==> src/rtl/eeprom_seq_pkg.sv <==
// Package: shared constants and state encodings for the paged EEPROM
// sequencer. Assumes 16-bit device addressing and 8-bit SPI frames.
package eeprom_seq_pkg;
    localparam int ADDR_W = 16;

    localparam logic [7:0] OP_WEN    = 8'h06;
    localparam logic [7:0] OP_PROG   = 8'h02;
    localparam logic [7:0] OP_STATUS = 8'h05;
    localparam logic [7:0] OP_FETCH  = 8'h03;
    localparam logic [7:0] FILL_BYTE = 8'h00;

    typedef enum logic [2:0] {
        ST_IDLE,
        ST_GAP,
        ST_LOAD,
        ST_SHIFT,
        ST_FINISH
    } seq_state_t;

    typedef enum logic [1:0] {
        TX_WEN,
        TX_PROG,
        TX_STATUS,
        TX_FETCH
    } txn_kind_t;
endpackage

==> src/rtl/seq_sck_timer.sv <==
// Module: half-period timer for the serial clock. It emits a one-cycle
// tick every HALF_DIV system clocks and restarts from zero while clr is held.
// Assumes HALF_DIV >= 1.
module seq_sck_timer #(
    parameter int HALF_DIV = 50
) (
    input  logic clk,
    input  logic rst_n,
    input  logic clr,
    output logic tick
);
    localparam int CW = (HALF_DIV > 1) ? $clog2(HALF_DIV) : 1;
    localparam logic [CW-1:0] LAST = CW'(HALF_DIV - 1);

    logic [CW-1:0] cnt;

    assign tick = (cnt == LAST) && !clr;

    // Count system clocks within one serial clock half-period.
    always_ff @(posedge clk) begin
        if (!rst_n || clr) begin
            cnt <= '0;
        end else if (tick) begin
            cnt <= '0;
        end else begin
            cnt <= cnt + CW'(1);
        end
    end
endmodule

==> src/rtl/seq_spi_shifter.sv <==
// Module: one 8-bit SPI mode-0 frame, MSB first. go loads a byte. The
// first tick raises sck and samples miso, the next lowers sck and moves the
// next bit onto mosi. done pulses one cycle after the eighth falling edge.
// Assumes go only arrives while no frame is active.
module seq_spi_shifter (
    input  logic       clk,
    input  logic       rst_n,
    input  logic       go,
    input  logic [7:0] tx_byte,
    input  logic       tick,
    input  logic       miso,
    output logic       sck,
    output logic       mosi,
    output logic [7:0] rx_byte,
    output logic       done
);
    logic       active;
    logic [7:0] tx_sr;
    logic [2:0] bit_cnt;

    assign mosi = tx_sr[7];

    // Walk the sixteen half-periods of one frame.
    always_ff @(posedge clk) begin
        if (!rst_n) begin
            active  <= 1'b0;
            sck     <= 1'b0;
            tx_sr   <= '0;
            rx_byte <= '0;
            bit_cnt <= '0;
            done    <= 1'b0;
        end else begin
            done <= 1'b0;
            if (go) begin
                active  <= 1'b1;
                sck     <= 1'b0;
                tx_sr   <= tx_byte;
                bit_cnt <= '0;
            end else if (active && tick) begin
                if (!sck) begin
                    sck     <= 1'b1;
                    rx_byte <= {rx_byte[6:0], miso};
                end else begin
                    sck <= 1'b0;
                    if (bit_cnt == 3'd7) begin
                        active <= 1'b0;
                        done   <= 1'b1;
                    end else begin
                        bit_cnt <= bit_cnt + 3'd1;
                        tx_sr   <= {tx_sr[6:0], 1'b0};
                    end
                end
            end
        end
    end
endmodule

==> src/rtl/seq_chunk_calc.sv <==
// Module: size of the next page program. This is the smaller of the bytes
// still to write and the room left in the current page. A power-of-two page
// uses an address slice; any other size uses a modulo.
// Assumes 2 <= PAGE_BYTES < 2**LEN_W.
module seq_chunk_calc #(
    parameter int ADDR_W     = 16,
    parameter int LEN_W      = 11,
    parameter int PAGE_BYTES = 16
) (
    input  logic [ADDR_W-1:0] cur_addr,
    input  logic [LEN_W-1:0]  remaining,
    output logic [LEN_W-1:0]  chunk
);
    localparam int OFF_W = $clog2(PAGE_BYTES);
    localparam logic [LEN_W-1:0] PAGE_L = LEN_W'(PAGE_BYTES);

    logic [LEN_W-1:0] offset;
    logic [LEN_W-1:0] room;

    generate
        if ((1 << OFF_W) == PAGE_BYTES) begin : g_pow2
            assign offset = LEN_W'(cur_addr[OFF_W-1:0]);
        end else begin : g_mod
            assign offset = LEN_W'(cur_addr % ADDR_W'(PAGE_BYTES));
        end
    endgenerate

    assign room  = PAGE_L - offset;
    assign chunk = (remaining < room) ? remaining : room;
endmodule

==> src/rtl/eeprom_page_seq.sv <==
// Module: top of the paged EEPROM sequencer. It accepts a transfer when
// idle. Writes run as write-enable, page program and status polling for
// each page piece. Reads run as one fetch transaction whose first three
// returned bytes are dropped. Assumes the device uses SPI mode 0 and
// answers status with the busy flag in bit 0.
module eeprom_page_seq
    import eeprom_seq_pkg::*;
#(
    parameter int HALF_DIV   = 50,
    parameter int LEN_W      = 11,
    parameter int PAGE_BYTES = 16,
    parameter int POLL_MAX   = 1000
) (
    input  logic              clk,
    input  logic              rst_n,
    input  logic              start,
    input  logic              rnw,
    input  logic [15:0]       addr,
    input  logic [LEN_W-1:0]  len,
    input  logic [7:0]        wr_data,
    input  logic              wr_valid,
    output logic              wr_ready,
    output logic [7:0]        rd_data,
    output logic              rd_valid,
    output logic              done,
    output logic              timeout,
    output logic              sck,
    output logic              cs_n,
    output logic              mosi,
    input  logic              miso
);
    localparam int IDX_W = LEN_W + 1;
    localparam int PC_W  = (POLL_MAX > 1) ? $clog2(POLL_MAX) : 1;
    localparam logic [PC_W-1:0]  POLL_LAST = PC_W'(POLL_MAX - 1);
    localparam logic [IDX_W-1:0] HDR_LEN   = IDX_W'(3);

    seq_state_t          state;
    txn_kind_t           txn;
    logic [ADDR_W-1:0]   cur_addr;
    logic [LEN_W-1:0]    remaining;
    logic [IDX_W-1:0]    idx;
    logic [IDX_W-1:0]    txn_len;
    logic [PC_W-1:0]     poll_cnt;
    logic                gap_half;
    logic                abort_r;
    logic [LEN_W-1:0]    chunk;
    logic [7:0]          tx_byte;
    logic [7:0]          rx_byte;
    logic                need_data;
    logic                go;
    logic                tick;
    logic                tmr_clr;
    logic                sh_done;
    logic                last_byte;

    seq_sck_timer #(.HALF_DIV(HALF_DIV)) u_timer (
        .clk   (clk),
        .rst_n (rst_n),
        .clr   (tmr_clr),
        .tick  (tick)
    );

    seq_spi_shifter u_shifter (
        .clk     (clk),
        .rst_n   (rst_n),
        .go      (go),
        .tx_byte (tx_byte),
        .tick    (tick),
        .miso    (miso),
        .sck     (sck),
        .mosi    (mosi),
        .rx_byte (rx_byte),
        .done    (sh_done)
    );

    seq_chunk_calc #(
        .ADDR_W     (ADDR_W),
        .LEN_W      (LEN_W),
        .PAGE_BYTES (PAGE_BYTES)
    ) u_chunk (
        .cur_addr  (cur_addr),
        .remaining (remaining),
        .chunk     (chunk)
    );

    // Byte count of the transaction in progress.
    always_comb begin
        case (txn)
            TX_WEN:    txn_len = IDX_W'(1);
            TX_PROG:   txn_len = IDX_W'(chunk) + HDR_LEN;
            TX_STATUS: txn_len = IDX_W'(2);
            default:   txn_len = IDX_W'(remaining) + HDR_LEN;
        endcase
    end

    // Byte to shift out at position idx of the transaction.
    always_comb begin
        case (txn)
            TX_WEN:    tx_byte = OP_WEN;
            TX_STATUS: tx_byte = (idx == '0) ? OP_STATUS : FILL_BYTE;
            default: begin
                if (idx == IDX_W'(0))      tx_byte = (txn == TX_PROG) ? OP_PROG : OP_FETCH;
                else if (idx == IDX_W'(1)) tx_byte = cur_addr[15:8];
                else if (idx == IDX_W'(2)) tx_byte = cur_addr[7:0];
                else                       tx_byte = (txn == TX_PROG) ? wr_data : FILL_BYTE;
            end
        endcase
    end

    assign need_data = (state == ST_LOAD) && (txn == TX_PROG) && (idx >= HDR_LEN);
    assign wr_ready  = need_data;
    assign go        = (state == ST_LOAD) && (!need_data || wr_valid);
    assign tmr_clr   = !((state == ST_GAP) || (state == ST_SHIFT && !sh_done));
    assign last_byte = (idx == txn_len - IDX_W'(1));
    assign done      = (state == ST_FINISH);
    assign timeout   = done && abort_r;

    // Transfer sequencing: transactions, page advance, polling and delivery.
    always_ff @(posedge clk) begin
        if (!rst_n) begin
            state     <= ST_IDLE;
            txn       <= TX_WEN;
            cur_addr  <= '0;
            remaining <= '0;
            idx       <= '0;
            poll_cnt  <= '0;
            gap_half  <= 1'b0;
            abort_r   <= 1'b0;
            cs_n      <= 1'b1;
            rd_data   <= '0;
            rd_valid  <= 1'b0;
        end else begin
            rd_valid <= 1'b0;
            case (state)
                ST_IDLE: begin
                    if (start) begin
                        cur_addr  <= addr;
                        remaining <= len;
                        abort_r   <= 1'b0;
                        gap_half  <= 1'b0;
                        txn       <= rnw ? TX_FETCH : TX_WEN;
                        state     <= (len == '0) ? ST_FINISH : ST_GAP;
                    end
                end
                ST_GAP: begin
                    if (tick) begin
                        if (gap_half) begin
                            cs_n  <= 1'b0;
                            idx   <= '0;
                            state <= ST_LOAD;
                        end else begin
                            gap_half <= 1'b1;
                        end
                    end
                end
                ST_LOAD: begin
                    if (go) state <= ST_SHIFT;
                end
                ST_SHIFT: begin
                    if (sh_done) begin
                        if (txn == TX_FETCH && idx >= HDR_LEN) begin
                            rd_valid <= 1'b1;
                            rd_data  <= rx_byte;
                        end
                        if (!last_byte) begin
                            idx   <= idx + IDX_W'(1);
                            state <= ST_LOAD;
                        end else begin
                            cs_n     <= 1'b1;
                            gap_half <= 1'b0;
                            state    <= ST_GAP;
                            case (txn)
                                TX_WEN: txn <= TX_PROG;
                                TX_PROG: begin
                                    cur_addr  <= cur_addr + ADDR_W'(chunk);
                                    remaining <= remaining - chunk;
                                    poll_cnt  <= '0;
                                    txn       <= TX_STATUS;
                                end
                                TX_STATUS: begin
                                    if (!rx_byte[0]) begin
                                        if (remaining == '0) state <= ST_FINISH;
                                        else                 txn   <= TX_WEN;
                                    end else if (poll_cnt == POLL_LAST) begin
                                        abort_r <= 1'b1;
                                        state   <= ST_FINISH;
                                    end else begin
                                        poll_cnt <= poll_cnt + PC_W'(1);
                                    end
                                end
                                default: state <= ST_FINISH;
                            endcase
                        end
                    end
                end
                default: state <= ST_IDLE;
            endcase
        end
    end
endmodule

==> config.mk <==
export PLATFORM = sky130hd
export DESIGN_NAME = eeprom_page_seq
export DESIGN_NICKNAME = d
export VERILOG_FILES = /design/src/rtl/eeprom_seq_pkg.sv /design/src/rtl/seq_sck_timer.sv /design/src/rtl/seq_spi_shifter.sv /design/src/rtl/seq_chunk_calc.sv /design/src/rtl/eeprom_page_seq.sv
export SDC_FILE = /design/constraint.sdc
export NUM_CORES = 1
export LEC_CHECK = 0
export ABC_AREA = 0
export ABC_CLOCK_PERIOD_IN_PS = 5700
export BUFFER_PORTS_ARGS = -buffer_cell sky130_fd_sc_hd__buf_2
export CAP_MARGIN = 20
export CORE_ASPECT_RATIO = 1.75
export CORE_UTILIZATION = 35
export DETAILED_ROUTE_END_ITERATION = 8
export PLACE_DENSITY_LB_ADDON = 0.3
export SLEW_MARGIN = 20
export SYNTH_ARGS = -nofsm -noshare
export SYNTH_HDL_FRONTEND = slang
export SYNTH_SLANG_ARGS = --single-unit
==> constraint.sdc <==
create_clock -name clk -period 5.7 [get_ports clk]
set_input_delay 0.855 -clock clk [delete_from_list [all_inputs] [get_ports clk]]
set_output_delay 0.855 -clock clk [all_outputs]
set_load 0.01 [all_outputs]
==> impl_metrics.csv <==
group,metric,value,unit
synthesis,synth_compound_area_share,25.6,%
detailed_routing,viasPerCell,5.97,
clock_tree,htree_levels,3,
setup_path,endpoint_kind,"register",
clock_tree,numCtsBuffers,9,
synthesis,synth_top_family_by_area,"simple AND/OR/NAND/NOR gates",
final_layout,syn2layout_area_growth,10.7,%
sta,rsz0062_at_grt,"no",
synthesis,ys.flop_type,"dfxtp_1",
clock_tree,ctsHoldBuffers,0,
synthesis,avgSynthCellArea,7.69,um^2
power_and_ir_drop,ir_worst_vdd,0.000288,V
clock_tree,clock_sinks,94,
sta,finalHoldViolCount,0,
setup_path,path_class,"register to register",
global_route,overflow,0,
clock_tree,cts_tree,"yes",
synthesis,synth_simple_gate_area_share,26.7,%
global_route,grt_usage,22.0,%
detailed_routing,ant_nets,0,
sta,fin_skew,0.00956,ns
final_layout,layout-drive-gt1-share,13.7,%
clock_tree,clk_latency,0.36,ns
detailed_routing,vias,7489,
synthesis,ys_seq_area_share,25.3,%
setup_path,worstPathRequired,5.98,ns
sta,fin_crit,5.19,ns
setup_path,reg2regPathDepth,26,
synthesis,synthMuxAreaShare,5.27,%
floorplan,io_pins,56,
final_layout,final_core_util,39.5,%
clock_tree,post_cts_buffers,0,
global_route,grt_pass1_wl,38100,um
synthesis,syn_area,7450,um^2
synthesis,synth_warnings,0,
setup_path,critPathMaxFanout,18,
setup_path,regToRegEndpoint,"poll_cnt[4]",
floorplan,rows,70,
synthesis,synth_top_cell_area_share,25.3,%
placement,io_buffers,55,
power_and_ir_drop,p_leak,3.26,nW
setup_path,cp-start-kind,"register",
synthesis,synthTopCellsByArea,"dfxtp_1 25%, ha_1 6.0%, mux2i_1 5.0%",
setup_path,startpoint,"cur_addr[1]",
detailed_routing,wl_per_cell,19.0,um
sta,slew_viol_final,0,
setup_path,rr_startpoint,"cur_addr[1]",
clock_tree,clk_pin_slew,0.07,ns
floorplan,die_y,195,um
outcome,outcome,"completed",
setup_path,critPathArrivalTime,5.47,ns
final_layout,antenna_cells,0,
floorplan,die_area,21900,um^2
sta,finalSetupTns,0,ns
clock_tree,clockBufferDepth,2,
clock_tree,cts-root-buf,"clkbuf_16",
synthesis,synth_fa_ha_area_share,6.45,%
synthesis,synthArstFlopShare,0,%
sta,max_clock_freq,193,MHz
min_path,hold_class,"register to register",
detailed_routing,drc,0,
final_layout,layout.nets,1075,
power_and_ir_drop,power,4.60,mW
synthesis,synth.largest_area_cell,"dfxtp_1",
synthesis,synthCells,968,
global_route,grt_pass1_vias,7283,
detailed_routing,drt_pre_antenna_iters,5,
sta,tightest_slew,0.931,ns
sta,slew_headroom,37.7,%
synthesis,synth_most_common_cell,"dfxtp_1",
synthesis,ys_ff_latch,94,
synthesis,synth_xor_xnor_area_share,5.06,%
placement,dp_hpwl,18100,um
floorplan,core,20800,um^2
detailed_routing,drt_iter0_markers,412,
power_and_ir_drop,power_density,557,nW/um^2
sta,hold_ws,0.472,ns
flow_run,maxCapViolations,0,
global_route,antenna_found_initial,0,
setup_path,critPathCapture,"poll_cnt[4]",
placement,gp_congestion,0.975,
synthesis,ys_types,88,
synthesis,synth_common_cells,"94 x dfxtp_1, 89 x nor2_1, 87 x nand2_1, 61 x a21oi_1, 60 x o21ai_0",
synthesis,synth_edf_count,0,
setup_path,ff2ff_setup_slack,0.51,ns
sta,finalSetupViolations,0,
sta,finalCritPeriodShare,91.1,%
global_route,grt_max_degree,53,
detailed_routing,routed_wl,23800,um
floorplan,die_w,112,um
floorplan,start_util,35.7,%
## state kept, by name, summed over array words and instances, names as in the netlist
register	count
abort_r	1
cs_n	1
cur_addr	16
gap_half	1
idx	12
poll_cnt	10
rd_data	8
rd_valid	1
remaining	11
state	3
txn	2
u_shifter.active	1
u_shifter.bit_cnt	3
u_shifter.done	1
u_shifter.rx_byte	8
u_shifter.sck	1
u_shifter.tx_sr	8
u_timer.cnt	6
## logic make-up (layout without fill, tap and decap cells)
group | after synthesis | after routing
adders and majority gates | 38 | 38
buffers and inverters | 97 | 126
xor gates and xnor gates | 43 | 43
other | 1 | 6
muxes | 39 | 39
and+or+nand+nor | 384 | 384
DFF | 94 | 94
AOI/OAI and AO/OA | 272 | 272
## placed cells by master (no fill, tap or decap), drive strengths merged, types with 13 or more instances in the layout
| cell type | n |
|---|---|
| dfxtp | 94 |
| nor2 | 93 |
| nand2 | 89 |
| buf | 81 |
| o21ai | 65 |
| a21oi | 64 |
| nand3 | 50 |
| mux2i | 37 |
| ha | 36 |
| nor3 | 32 |
| inv | 32 |
| xnor2 | 25 |
| xor2 | 18 |
| or4 | 17 |
| a21o | 16 |
| a211oi | 16 |
| nor4 | 16 |
| o31ai | 14 |
| nand4 | 13 |
## what timing repair did
action	4_1_cts	5_1_grt
hold endpoints to repair	0	0
gates resized for setup	0	1
setup endpoints to repair	0	12
## through the flow
stage / area, um^2 / cells / worst slack [ns]
after floorplan: 7470 / 973 / 0.428
after global placement: 7960 / 1238 / 0.587
after detailed placement: 7960 / 1238 / 0.476
after CTS: 8240 / 1254 / 0.465
after global routing: 8240 / 1254 / 0.0621
final: 8240 / 1254 / 0.509
## layer usage
metal | share of wire (%) | routed length [um] | vias to the layer above | global-route usage [%]
met4 | 6.3 | 1510 | 0 | 15.4
li1 | - | - | 3636 | -
met2 | 52 | 12400 | 212 | 39.9
met5 | 0 | 0 | - | 0
met1 | 39 | 9210 | 3552 | 23.4
met3 | 3.0 | 712 | 89 | 2.73
## critical path: stages (launching register included)
cell and delay [ns]:
dfxtp_1 0.31, inv_1 0.11, ha_1 0.17, nor2b_1 0.16, nor2b_1 0.19, inv_1 0.09
ha_1 0.29, a21oi_1 0.18, nand3_1 0.14, a21o_2 0.24, nand2_2 0.19, nor2_1 0.07
a21oi_1 0.11, a21oi_1 0.08, ha_1 0.21, inv_1 0.11, nor2_1 0.08, a32o_1 0.22
a311oi_1 0.26, mux2i_1 0.13, nor4_2 0.21, o2111ai_1 0.18, a2111oi_2 0.39, nand4bb_1 0.16
buf_4 0.21, or4_1 0.47, a21oi_1 0.15
## power by group
group	internal [mW]	switching (mW)
Clock	0.311	0.282
Sequential	0.762	0.169
Combinational	1.16	1.91
Total	2.23	2.36
## worst min path at each step
stage,to,from,slack (ns),depth (start not counted)
final,u_shifter.tx_sr[0],u_shifter.tx_sr[0],0.47,2
after global routing,u_shifter.tx_sr[0],u_shifter.tx_sr[0],0.50,2
after CTS,u_shifter.tx_sr[0],u_shifter.tx_sr[0],0.47,2
after detailed placement,u_shifter.tx_sr[0],u_shifter.tx_sr[0],0.46,2
after global placement,u_timer.cnt[0],u_timer.cnt[0],0.45,1
after floorplan,u_timer.cnt[0],u_timer.cnt[0],0.43,1
## layout make-up
type	instances	area [um^2]
Fill cell	2231	12600
Sequential cell	94	1880
Clock buffer	10	239
Inverter	29	109
Multi-Input combinational cell	782	5180
Timing Repair Buffer	81	470
Clock inverter	6	43.8
Tap cell	252	315
No activity file was read; power rests on OpenSTA's default activity.
